--- src/rtl/dri_pkg.sv ---
package dri_pkg;

    // Bit positions of the synchronised flag vector
    localparam int FL_LO_A  = 0;
    localparam int FL_HI_A  = 1;
    localparam int FL_LO_B  = 2;
    localparam int FL_HI_B  = 3;
    localparam int FL_PRI_B = 4;
    localparam int FL_REV   = 5;
    localparam int FL_N     = 6;

    typedef enum logic [1:0] {RAIL_NONE, RAIL_A, RAIL_B, RAIL_GAP} rail_e;
    typedef enum logic [1:0] {BR_OFF, BR_HIGH, BR_LOW, BR_GAP} br_e;

    typedef struct packed {
        logic lo;
        logic hi;
    } thr_t;

    // Rail wanted by the current requests; RAIL_NONE means keep what is held
    function automatic rail_e pick_rail(input logic req_a, input logic req_b,
                                        input logic b_first);
        if (req_a && req_b) return b_first ? RAIL_B : RAIL_A;
        if (req_a)          return RAIL_A;
        if (req_b)          return RAIL_B;
        return RAIL_NONE;
    endfunction

endpackage

--- src/rtl/dri_sync.sv ---
module dri_sync #(
    parameter int N = 6
) (
    input  logic         clk,
    input  logic         rst,
    input  logic [N-1:0] d_async,
    output logic [N-1:0] q_sync
);
    logic [N-1:0] meta_q;

    for (genvar g = 0; g < N; g++) begin : g_bit
        always_ff @(posedge clk) begin
            if (rst) begin
                meta_q[g] <= 1'b0;
                q_sync[g] <= 1'b0;
            end else begin
                meta_q[g] <= d_async[g];
                q_sync[g] <= meta_q[g];
            end
        end
    end
endmodule

--- src/rtl/dri_arbiter.sv ---
module dri_arbiter #(
    parameter int DT_W = 4
) (
    input  logic            clk,
    input  logic            rst,
    input  logic            clr,
    input  logic            req_a,
    input  logic            req_b,
    input  logic            b_first,
    input  logic [DT_W-1:0] dead_eff,
    output logic            sel_a_o,
    output logic            sel_b_o
);
    import dri_pkg::*;

    localparam logic [DT_W-1:0] ONE = DT_W'(1);

    typedef struct packed {
        rail_e           cur;
        rail_e           pend;
        logic [DT_W-1:0] cnt;
    } arb_st_t;

    arb_st_t st_q, st_d;
    rail_e   want;

    always_comb begin
        st_d = st_q;
        want = pick_rail(req_a, req_b, b_first);
        unique case (st_q.cur)
            RAIL_NONE: if (want != RAIL_NONE) st_d.cur = want;
            RAIL_A, RAIL_B: begin
                if (want != RAIL_NONE && want != st_q.cur) begin
                    st_d.cur  = RAIL_GAP;
                    st_d.pend = want;
                    st_d.cnt  = dead_eff - ONE;
                end
            end
            default: begin
                if (st_q.cnt == '0) st_d.cur = st_q.pend;
                else                st_d.cnt = st_q.cnt - ONE;
            end
        endcase
        if (clr) st_d = '{RAIL_NONE, RAIL_NONE, '0};
    end

    always_ff @(posedge clk) begin
        if (rst) st_q <= '{RAIL_NONE, RAIL_NONE, '0};
        else     st_q <= st_d;
    end

    assign sel_a_o = (st_q.cur == RAIL_A);
    assign sel_b_o = (st_q.cur == RAIL_B);

    // a select never turns on in the cycle right after the other one was on
    assert_sel_b_bbm_R9: assert property (@(posedge clk) disable iff (rst)
        $rose(sel_b_o) |-> !$past(sel_a_o));
    assert_sel_a_bbm_R9: assert property (@(posedge clk) disable iff (rst)
        $rose(sel_a_o) |-> !$past(sel_b_o));
endmodule

--- src/rtl/dri_bridge.sv ---
module dri_bridge #(
    parameter int DT_W = 4
) (
    input  logic            clk,
    input  logic            rst,
    input  logic            clr,
    input  dri_pkg::thr_t   thr,
    input  logic [DT_W-1:0] dead_eff,
    output logic            hs_o,
    output logic            ls_o
);
    import dri_pkg::*;

    localparam logic [DT_W-1:0] ONE = DT_W'(1);

    typedef struct packed {
        br_e             cur;
        br_e             pend;
        logic [DT_W-1:0] cnt;
    } br_st_t;

    br_st_t st_q, st_d;

    always_comb begin
        st_d = st_q;
        unique case (st_q.cur)
            BR_OFF: begin
                if (thr.lo)      st_d.cur = BR_HIGH;
                else if (thr.hi) st_d.cur = BR_LOW;
            end
            BR_HIGH: begin
                if (thr.hi) begin
                    st_d.cur  = BR_GAP;
                    st_d.pend = BR_LOW;
                    st_d.cnt  = dead_eff - ONE;
                end
            end
            BR_LOW: begin
                if (thr.lo) begin
                    st_d.cur  = BR_GAP;
                    st_d.pend = BR_HIGH;
                    st_d.cnt  = dead_eff - ONE;
                end
            end
            default: begin
                if (st_q.cnt == '0) st_d.cur = st_q.pend;
                else                st_d.cnt = st_q.cnt - ONE;
            end
        endcase
        if (clr) st_d = '{BR_OFF, BR_OFF, '0};
    end

    always_ff @(posedge clk) begin
        if (rst) st_q <= '{BR_OFF, BR_OFF, '0};
        else     st_q <= st_d;
    end

    assign hs_o = (st_q.cur == BR_HIGH);
    assign ls_o = (st_q.cur == BR_LOW);

    // the high switch never rises straight out of a low-switch cycle
    assert_hs_bbm_R11: assert property (@(posedge clk) disable iff (rst)
        $rose(hs_o) |-> !$past(ls_o));
    assert_ls_bbm_R11: assert property (@(posedge clk) disable iff (rst)
        $rose(ls_o) |-> !$past(hs_o));
endmodule

--- src/rtl/dual_rail_inductor_seq.sv ---
module dual_rail_inductor_seq #(
    parameter int DT_W = 4
) (
    input  logic            clk,
    input  logic            rst,
    input  logic            out_a_low,
    input  logic            out_a_high,
    input  logic            out_b_low,
    input  logic            out_b_high,
    input  logic            b_first,
    input  logic            rev_flag,
    input  logic [DT_W-1:0] dead_cfg,
    output logic            hs_en,
    output logic            ls_en,
    output logic            sel_a_en,
    output logic            sel_b_en,
    output logic            short_en
);
    import dri_pkg::*;

    localparam logic [DT_W-1:0] ONE = DT_W'(1);

    logic [FL_N-1:0] raw_flags, syn;
    logic            stby_q;
    logic [DT_W-1:0] dead_eff;
    logic            rail_a, rail_b, br_hs, br_ls;
    thr_t            served;

    assign raw_flags = {rev_flag, b_first, out_b_high, out_b_low, out_a_high, out_a_low};

    dri_sync #(.N(FL_N)) u_sync (
        .clk(clk), .rst(rst), .d_async(raw_flags), .q_sync(syn)
    );

    // Standby follows the synchronised reverse flag; reset starts grounded
    always_ff @(posedge clk) begin
        if (rst) stby_q <= 1'b1;
        else     stby_q <= syn[FL_REV];
    end

    assign dead_eff = (dead_cfg == '0) ? ONE : dead_cfg;

    dri_arbiter #(.DT_W(DT_W)) u_arb (
        .clk(clk), .rst(rst), .clr(stby_q),
        .req_a(syn[FL_LO_A]), .req_b(syn[FL_LO_B]), .b_first(syn[FL_PRI_B]),
        .dead_eff(dead_eff), .sel_a_o(rail_a), .sel_b_o(rail_b)
    );

    // Bridge sees only the thresholds of the rail currently connected
    always_comb begin
        served = '0;
        if (rail_a) begin
            served.lo = syn[FL_LO_A];
            served.hi = syn[FL_HI_A];
        end else if (rail_b) begin
            served.lo = syn[FL_LO_B];
            served.hi = syn[FL_HI_B];
        end
    end

    dri_bridge #(.DT_W(DT_W)) u_br (
        .clk(clk), .rst(rst), .clr(stby_q), .thr(served),
        .dead_eff(dead_eff), .hs_o(br_hs), .ls_o(br_ls)
    );

    assign hs_en    = br_hs  & ~stby_q;
    assign ls_en    = br_ls  |  stby_q;
    assign sel_a_en = rail_a & ~stby_q;
    assign sel_b_en = rail_b & ~stby_q;
    assign short_en = stby_q;

    // the cycle after a reset edge has the inductor grounded
    assert_reset_ground_R1: assert property (@(posedge clk)
        rst |=> (ls_en && short_en && !hs_en && !sel_a_en && !sel_b_en));

    // leaving standby gives one all-off cycle from the cleared loops
    assert_resume_off_R4: assert property (@(posedge clk) disable iff (rst)
        $fell(stby_q) |-> (!hs_en && !ls_en && !sel_a_en && !sel_b_en && !short_en));

    // high and low switches never conduct together at the pins
    assert_no_shoot_R11: assert property (@(posedge clk) disable iff (rst)
        !(hs_en && ls_en));
endmodule

--- config.mk ---
export PLATFORM = sky130hd
export DESIGN_NAME = dual_rail_inductor_seq
export DESIGN_NICKNAME = d
export VERILOG_FILES = /design/src/rtl/dri_pkg.sv /design/src/rtl/dri_sync.sv /design/src/rtl/dri_arbiter.sv /design/src/rtl/dri_bridge.sv /design/src/rtl/dual_rail_inductor_seq.sv
export SDC_FILE = /design/constraint.sdc
export NUM_CORES = 1
export LEC_CHECK = 0
export ABC_AREA = 1
export BUFFER_PORTS_ARGS = -buffer_cell sky130_fd_sc_hd__buf_4
export CAP_MARGIN = 10
export CORE_ASPECT_RATIO = 1.5
export CORE_UTILIZATION = 25
export DETAILED_ROUTE_END_ITERATION = 12
export SYNTH_ARGS = -nofsm -noshare
export SYNTH_HDL_FRONTEND = slang
export SYNTH_SLANG_ARGS = --single-unit
--- constraint.sdc ---
create_clock -name clk -period 1.5 [get_ports clk]
set_input_delay 0 -clock clk [delete_from_list [all_inputs] [get_ports clk]]
set_output_delay 0 -clock clk [all_outputs]
set_load 0.03 [all_outputs]
==> flow_summary.toml, run 1 <==
[status]
status = "completed"

[clock_tree]
cts_buffer_depth = 2
cts_buffers = 5
root_buffer = "clkbuf_8"
cts_sinks = 29
htreeDepth = 2
insertion_delay_ns = 0.29
cts_tree = "built"
clkTransAtPathRegs_ns = 0.07

[drt]
drt_first_pass_iters = 4
drc = 0
wl_per_cell_um = 9.62
wl_um = 3440
viasPerCell = 4.31
ant_nets = 0
dr.first_iter.drc_count = 46
vias = 1537

[placed_design]
dp_hpwl_um = 2480
numPortBuffers = 16
pre_cts_ws_ns = -0.0496
gp_congestion = 0.841

[critical_path]
cp-start-kind = "register"
setup.worst_path.end_class = "register"
critical_path_arrival_ns = 1.60
crit_fanout = 4
required_ns = 1.66
r2r_end = "u_br.st_q[7]"
r2r-start = "u_arb.st_q[7]"
worstRegToRegCells = 12
critPathKind = "reg -> reg"
reg2reg_slack_ns = 0.06

[pwr]
peakVddDrop_mv = 0.539
powerDensity_nw_per_um2 = 886
total_power_uw = 2020
leakage_uw = 0.00102

[sta]
fin_crit_ns = 1.44
hold_viol = 0
fin_setup_tns_ns = 0
fin_ws_ns = 0.0571
finClkSkew_ns = 0.00774
period_share = 0.962
worstMarginPinSlew_ns = 0.277
rsz0062_at_grt = "true"
fmax_mhz = 693
slew_violations = 0
relSlewSlack = 0.815
setup_viol = 0

[global_route]
grt.total_usage = 0.112
grt_remaining_overflow = 0
antenna_found_initial = 0
grt_pass1_wl_um = 5930
grt_start_max_net_pins = 15
grt_pass1_vias = 1460

[synth]
syn_area_um2 = 1630
synth_seq_area_share = 0.356
ys_types = 24
synthTopCellsByArea = "dfxtp_1 36%, nand2_1 11%, inv_1 9.9%, nor2_1 8.5%, ha_1 8.4%"
synth_area_per_cell_um2 = 6.94
ys_ff_latch = 29
synth_nets = 258
yosysTopAreaCell = "dfxtp_1"
yosys_warnings = 0
netlist_instances = 235
synth_top_area_frac = 0.356

[finish]
nets = 305
antennaDiodeCount = 0
syn_to_final_growth_pct = 39.7
drive_gt1_frac = 0.293

[floorplan]
io_pins = 17
initial_core_util = 0.262
placementRows = 35
die_w_um = 67.9
fp.coreArea_um2 = 6220
die_h_um = 101
dieArea_um2 = 6850

[worst_hold_path]
min_to = "u_arb.st_q[0]"
holdPathStages = 6
hp-class = "in -> reg"
worstHoldStart = "dead_cfg[0]"

[run]
cap_violations = 0
==> kinds of logic after synthesis <==
family | after synthesis | share of synthesized area
adders and majority gates | 11 | 0.0844
xor gates and xnor gates | 3 | 0.0161
buffers and inverters | 46 | 0.107
muxes | 1 | 0.00614
AOI/OAI and AO/OA | 28 | 0.0898
DFF | 29 | 0.356
and+or+nand+nor | 117 | 0.341
==> synth_stat cells (all sizes together) <==
| library cell | count |
|---|---|
| a21oi | 17 |
| buf | 1 |
| clkbuf | 2 |
| dfxtp | 29 |
| ha | 11 |
| inv | 43 |
| mux2i | 1 |
| nand2 | 55 |
| nand3 | 15 |
| nand3b | 1 |
| nand4 | 1 |
| nor2 | 41 |
| nor3 | 1 |
| o21ai | 9 |
| o22ai | 2 |
| or2 | 3 |
| xnor2 | 1 |
| xor2 | 2 |
==> per-layer routing <==
layer  routed length (um)  track usage  vias up
met3                  104       0.0283        6
met1                 1530        0.126      691
met4                   65       0.0529        0
li1                     -            -      814
met5                    0            0        -
met2                 1740        0.192       26
==> cells in the final DEF (no fill, tap or decap), types with 6 or more instances in the layout <==
cell type       n
nand2_2        10
nand3_1        13
inv_1          38
ha_1            8
dfxtp_1        25
buf_4          30
nor2_1         32
dlygate4sd3_1  13
nor2_2          6
a21oi_1        13
nand2_1        41
clkbuf_8        6
==> stage by stage <==
step | cells | area (um^2) | hold WS [ns] | util
floorplan | 235 | 1630 | 0.0712 | -
global placement | 335 | 1930 | 0.198 | 0.310
global route | 357 | 2280 | 0.209 | 0.366
CTS | 356 | 2190 | 0.161 | 0.352
detailed placement | 335 | 1930 | 0.205 | 0.310
finish | 357 | 2280 | 0.170 | 0.366
==> flip-flops by register name (all words and copies together), names as in the netlist <==
name / flops
short_en: 1
u_arb.st_q: 8
u_br.st_q: 8
u_sync.meta_q: 6
u_sync.q_sync: 6
==> worst max-delay path by stage <==
stage | startpoint | to | slack, ns | cells past startpoint
2_1_floorplan | u_arb.st_q[7] | u_br.st_q[6] | 0.02 | 12
3_3_place_gp | u_arb.st_q[6] | u_br.st_q[6] | -0.05 | 10
3_5_place_dp | u_arb.st_q[7] | u_br.st_q[7] | -0.05 | 12
4_1_cts | u_arb.st_q[6] | u_arb.st_q[3] | -0.002 | 7
5_1_grt | u_arb.st_q[7] | u_br.st_q[7] | -0.04 | 12
6_report | u_arb.st_q[7] | u_br.st_q[7] | 0.06 | 12
==> what timing repair did <==
action / in CTS / in global routing
buffers inserted: 0 / 1
hold buffers: 13 / 0
resized for setup: 6 / 31
endpoints found under the hold margin: 12 / 0
setup endpoints to repair: 12 / 15
pin swaps: 3 / 10
==> layout make-up <==
type	instances	area, um^2
clock buffers	6	82.6
clock inverters	2	37.5
fillers	663	3940
inverters	43	164
multi-input cells	160	955
flip-flops and latches	29	591
well taps	74	92.6
repair buffers	43	355
==> where the power goes <==
part           switching [uW]  internal [uW]
logic                     185            164
clock network             319            540
registers                16.7            793
total                     521           1500
==> worst max-delay path, stage by stage (launching register included) <==
cell,delay (ns)
dfxtp_4,0.38
inv_4,0.05
ha_4,0.17
inv_2,0.06
nand3_2,0.06
nand2_2,0.09
nor2_2,0.05
nand2_1,0.08
nand2_2,0.07
nor2_4,0.13
nand2_1,0.06
o21ai_1,0.07
nor2_1,0.06
Note: power is estimated with default switching activity, not from simulation.
==> run 2, diff against run 1 <==
Settings changed: CORE_UTILIZATION 25 to 30.
==> flow_summary.toml, run 2 (synthesis results as in run 1) <==
[status]
status = "completed"

[finish]
final_cell_mix = "39 x nand2_1, 38 x inv_1, 32 x buf_4, 31 x nor2_1, 26 x dfxtp_1"
seq_area_um2 = 589
largestRegisters = "u_arb.st_q: 8 flops, u_br.st_q: 8 flops"
antennaDiodeCount = 0
syn_to_final_growth_pct = 38.6
nets = 307
multi_input_area_um2 = 963
drive_gt1_frac = 0.302
nFillCells = 530
final_common_cell = "nand2_1"

[pwr]
p_comb_frac = 0.200
netSwitchingFraction = 0.282
peakVddDrop_mv = 0.597
p_int_uw = 1280
leakage_uw = 0.00102
total_power_uw = 1790
power_frac_clock = 0.347
powerDensity_nw_per_um2 = 792
seq_power_share = 0.453
power_switching_uw = 505

[drt]
wl_um = 3400
drc = 0
ant_nets = 0
viasPerCell = 4.26
dr.first_iter.drc_count = 41
wl_per_cell_um = 9.63
vias = 1503
drt_first_pass_iters = 4

[critical_path]
cp-start-kind = "register"
critPathBufInv = 2
critPathKind = "reg -> reg"
crit_fanout = 7
crit_chain = "inv_4 -> ha_2 -> buf_4 -> nand2_2 -> a21oi_1 -> nor2_2 -> nor2_1"
required_ns = 1.71
setup.worst_path.end_class = "register"
crit_family = "adder cells"
critical_path_arrival_ns = 1.66
cpPeakStageDelay_ns = 0.43
slowest_stage = "ha_2"

[sta]
worstMarginPinSlew_ns = 0.278
rsz0062_at_grt = "true"
period_share = 0.969
setup_viol = 0
fin_setup_tns_ns = 0
fin_crit_ns = 1.45
fmax_mhz = 688
fin_ws_ns = 0.0468
hold_viol = 0
relSlewSlack = 0.815
finClkSkew_ns = 0.00344
slew_violations = 0

[floorplan]
io_pins = 17
dieArea_um2 = 5740
fp.coreArea_um2 = 5200
initial_core_util = 0.313
die_w_um = 62.2
placementRows = 32
die_h_um = 92.3

[clock_tree]
cts_tree = "built"
cts_buffers = 5
cts_sinks = 29
cts_buffer_depth = 2
root_buffer = "clkbuf_8"
insertion_delay_ns = 0.28
htreeDepth = 2
clkTransAtPathRegs_ns = 0.06

[global_route]
grt_start_max_net_pins = 15
antenna_found_initial = 0
grt_pass1_wl_um = 5810
grt_pass1_vias = 1446
grt.total_usage = 0.127
grt_remaining_overflow = 0

[worst_hold_path]
hp-class = "in -> reg"

[placed_design]
dp_hpwl_um = 2460
pre_cts_ws_ns = -0.0634
gp_congestion = 0.798
numPortBuffers = 16

[run]
cap_violations = 0
run 2: worst paths after layout:
check                     end  slack, ns  depth (start not counted)             start
max             u_arb.st_q[7]       0.05                          7     u_arb.st_q[7]
min             u_arb.st_q[0]       0.17                          6       dead_cfg[0]
max reg2reg     u_arb.st_q[7]       0.05                          7     u_arb.st_q[7]
min reg2reg  u_sync.q_sync[2]       0.40                          2  u_sync.meta_q[2]
run 2: power groups by stage:
stage,clock (uW),combinational [uW],sequential [uW]
detailed placement,0,303,825
global placement,0,303,824
global route,685,400,812
finish,620,358,810
floorplan,0,197,826
CTS,649,333,808
run 2: layout make-up:
cell class	instances	share of cell area
multi-input combinational	160	0.426
tap	68	0.0377
sequential	29	0.261
clock inverter	2	0.00443
clock buffer	6	0.0321
inverter	43	0.0748
timing repair buffer	45	0.164
run 2: tightest hold or removal path: cells and delay by family:
| family | cells | cell delay (ns) |
|---|---|---|
| buffers and inverters | 1 | 0.08 |
| and+or+nand+nor | 3 | 0.20 |
| AOI/OAI and AO/OA | 2 | 0.13 |
run 2: what timing repair did:
item | CTS | global route
endpoints found under the setup margin | 14 | 14
hold buffers | 13 | 0
pin swaps | 2 | 11
resized for setup | 7 | 32
buffers inserted | 0 | 1
endpoints found under the hold margin | 12 | 0
run 2: metrics by stage:
stage | util | hold slack, ns | cells | area [um^2]
finish | 0.434 | 0.168 | 353 | 2260
global route | 0.434 | 0.219 | 353 | 2260
CTS | 0.416 | 0.171 | 352 | 2160
detailed placement | 0.372 | 0.206 | 331 | 1940
global placement | 0.372 | 0.202 | 331 | 1940
floorplan | - | 0.0712 | 235 | 1630
run 2: metal layers:
layer  part of all wire  wire length, um  vias to the layer above  GRT usage
li1                   -                -                      817          -
met1               0.44             1500                      652      0.133
met2               0.50             1710                       29      0.239
met3              0.036              124                        5     0.0311
met4              0.018               61                        0     0.0543
met5                  0                0                        -          0
==> run 3, diff against run 2 <==
Settings changed: RECOVER_POWER set to 25, SKIP_CTS_REPAIR_TIMING set to 1.
==> flow_summary.toml, run 3 (synthesis results as in run 1) <==
[finish]
syn_to_final_growth_pct = 35.9
multi_input_area_um2 = 971
nets = 303
drive_gt1_frac = 0.324
antennaDiodeCount = 0
nFillCells = 538
largestRegisters = "u_arb.st_q: 8 flops, u_br.st_q: 8 flops"
seq_area_um2 = 588
final_common_cell = "nand2_1"
final_cell_mix = "39 x nand2_1, 37 x inv_1, 35 x buf_4, 31 x nor2_1, 27 x dfxtp_1"
fin_area_um2 = 2220

[placed_design]
numPortBuffers = 16
dp_hpwl_um = 2460
pre_cts_ws_ns = -0.0634
gp_congestion = 0.798
placed_area_um2 = 1940

[critical_path]
crit_fanout = 6
setup.worst_path.end_class = "register"
cp-start-kind = "register"
required_ns = 1.68
critPathKind = "reg -> reg"
critical_path_arrival_ns = 1.62

[sta]
fin_ws_ns = 0.0616
relSlewSlack = 0.813
setup_viol = 0
hold_viol = 10
rsz0062_at_grt = "true"
fmax_mhz = 695
finClkSkew_ns = 0.00726
worstMarginPinSlew_ns = 0.281
period_share = 0.959
fin_crit_ns = 1.44
fin_worst_hold_slack_ns = -0.00987
slew_violations = 0

[global_route]
grt.total_usage = 0.122
top_usage_layer = "met2"
met3_usage = 0.0311
grt_start_max_net_pins = 15
grt_remaining_overflow = 0
grt_pass1_vias = 1349
grt_util_met2 = 0.222
antenna_found_initial = 0
use_met1 = 0.131
grt_pass1_wl_um = 5520

[clock_tree]
insertion_delay_ns = 0.28
htreeDepth = 2
cts_sinks = 29
cts_tree = "built"
clkTransAtPathRegs_ns = 0.07
cts_buffers = 5
cts_buffer_depth = 2
root_buffer = "clkbuf_8"

[floorplan]
fp.coreArea_um2 = 5200
initial_core_util = 0.313
die_w_um = 62.2
io_pins = 17
dieArea_um2 = 5740
placementRows = 32
die_h_um = 92.3

[worst_hold_path]
hp-class = "in -> reg"

[pwr]
netSwitchingFraction = 0.283
leakage_uw = 0.000999
seq_power_share = 0.454
power_frac_clock = 0.350
p_comb_frac = 0.196
peakVddDrop_mv = 0.569
power_switching_uw = 504
p_int_uw = 1270
powerDensity_nw_per_um2 = 803

[drt]
wl_um = 3340
wl_per_cell_um = 9.56
drc = 0
viasPerCell = 4.23
drt_first_pass_iters = 4
dr.first_iter.drc_count = 33
vias = 1476
ant_nets = 0

[run]
cap_violations = 0

[status]
violations = "hold timing"
status = "finished with violations"
run 3: cell count changes in the layout (fill, tap and decap cells not counted):
cell | previous run | this run
o21ai_0 | 7 | 6
a21oi_2 | 3 | 5
inv_4 | 3 | 2
buf_4 | 32 | 35
dfxtp_1 | 26 | 27
o21ai_1 | 2 | 3
inv_1 | 38 | 37
dfxtp_2 | 1 | 0
inv_2 | 2 | 4
dlygate4sd3_1 | 13 | 6
a21oi_1 | 14 | 12
run 3: layer usage:
layer  up-vias  part of all wire
met4         0             0.019
met2        29              0.51
met3         6             0.033
li1        808                 -
met1       633              0.44
met5         -                 0
run 3: final timing paths:
path	cells after the start	slack [ns]	startpoint	end
setup reg to reg	12	0.06	u_arb.st_q[7]	u_br.st_q[0]
setup / recovery	12	0.06	u_arb.st_q[7]	u_br.st_q[0]
hold / removal	2	-0.01	rst	u_sync.q_sync[2]
hold reg to reg	2	0.40	u_sync.meta_q[2]	u_sync.q_sync[2]
run 3: through the flow:
step                power (uW)  cells  utilization  TNS (ns)
floorplan                 1020    235            -         0
global placement          1130    331        0.372    -0.123
detailed placement        1130    331        0.372    -0.385
CTS                       1760    339        0.388    -0.532
global route              1880    349        0.426    -0.294
finish                    1780    349        0.426         0
run 3: layout make-up:
cell class / count / area share
clock inverter: 2 / 0.00452
inverter: 43 / 0.0751
tap: 68 / 0.0384
multi-input combinational: 160 / 0.438
timing repair buffer: 41 / 0.146
sequential: 29 / 0.265
clock buffer: 6 / 0.0327
run 3: worst max-delay path, stage by stage (launching register included):
cell and delay, ns:
dfxtp_4 0.35, inv_2 0.05, ha_4 0.18, inv_4 0.05, nand3_2 0.06, nand2_2 0.10, inv_2 0.04, nand2_2 0.06
nand2_4 0.07, nor2_4 0.17, inv_2 0.07, nor2_1 0.08, nor2_1 0.05
run 3: power groups by stage:
stage	Clock (uW)	Combinational [uW]	Sequential (uW)
floorplan	0	197	826
global placement	0	303	824
detailed placement	0	303	825
CTS	649	304	807
global route	684	390	810
finish	622	349	808
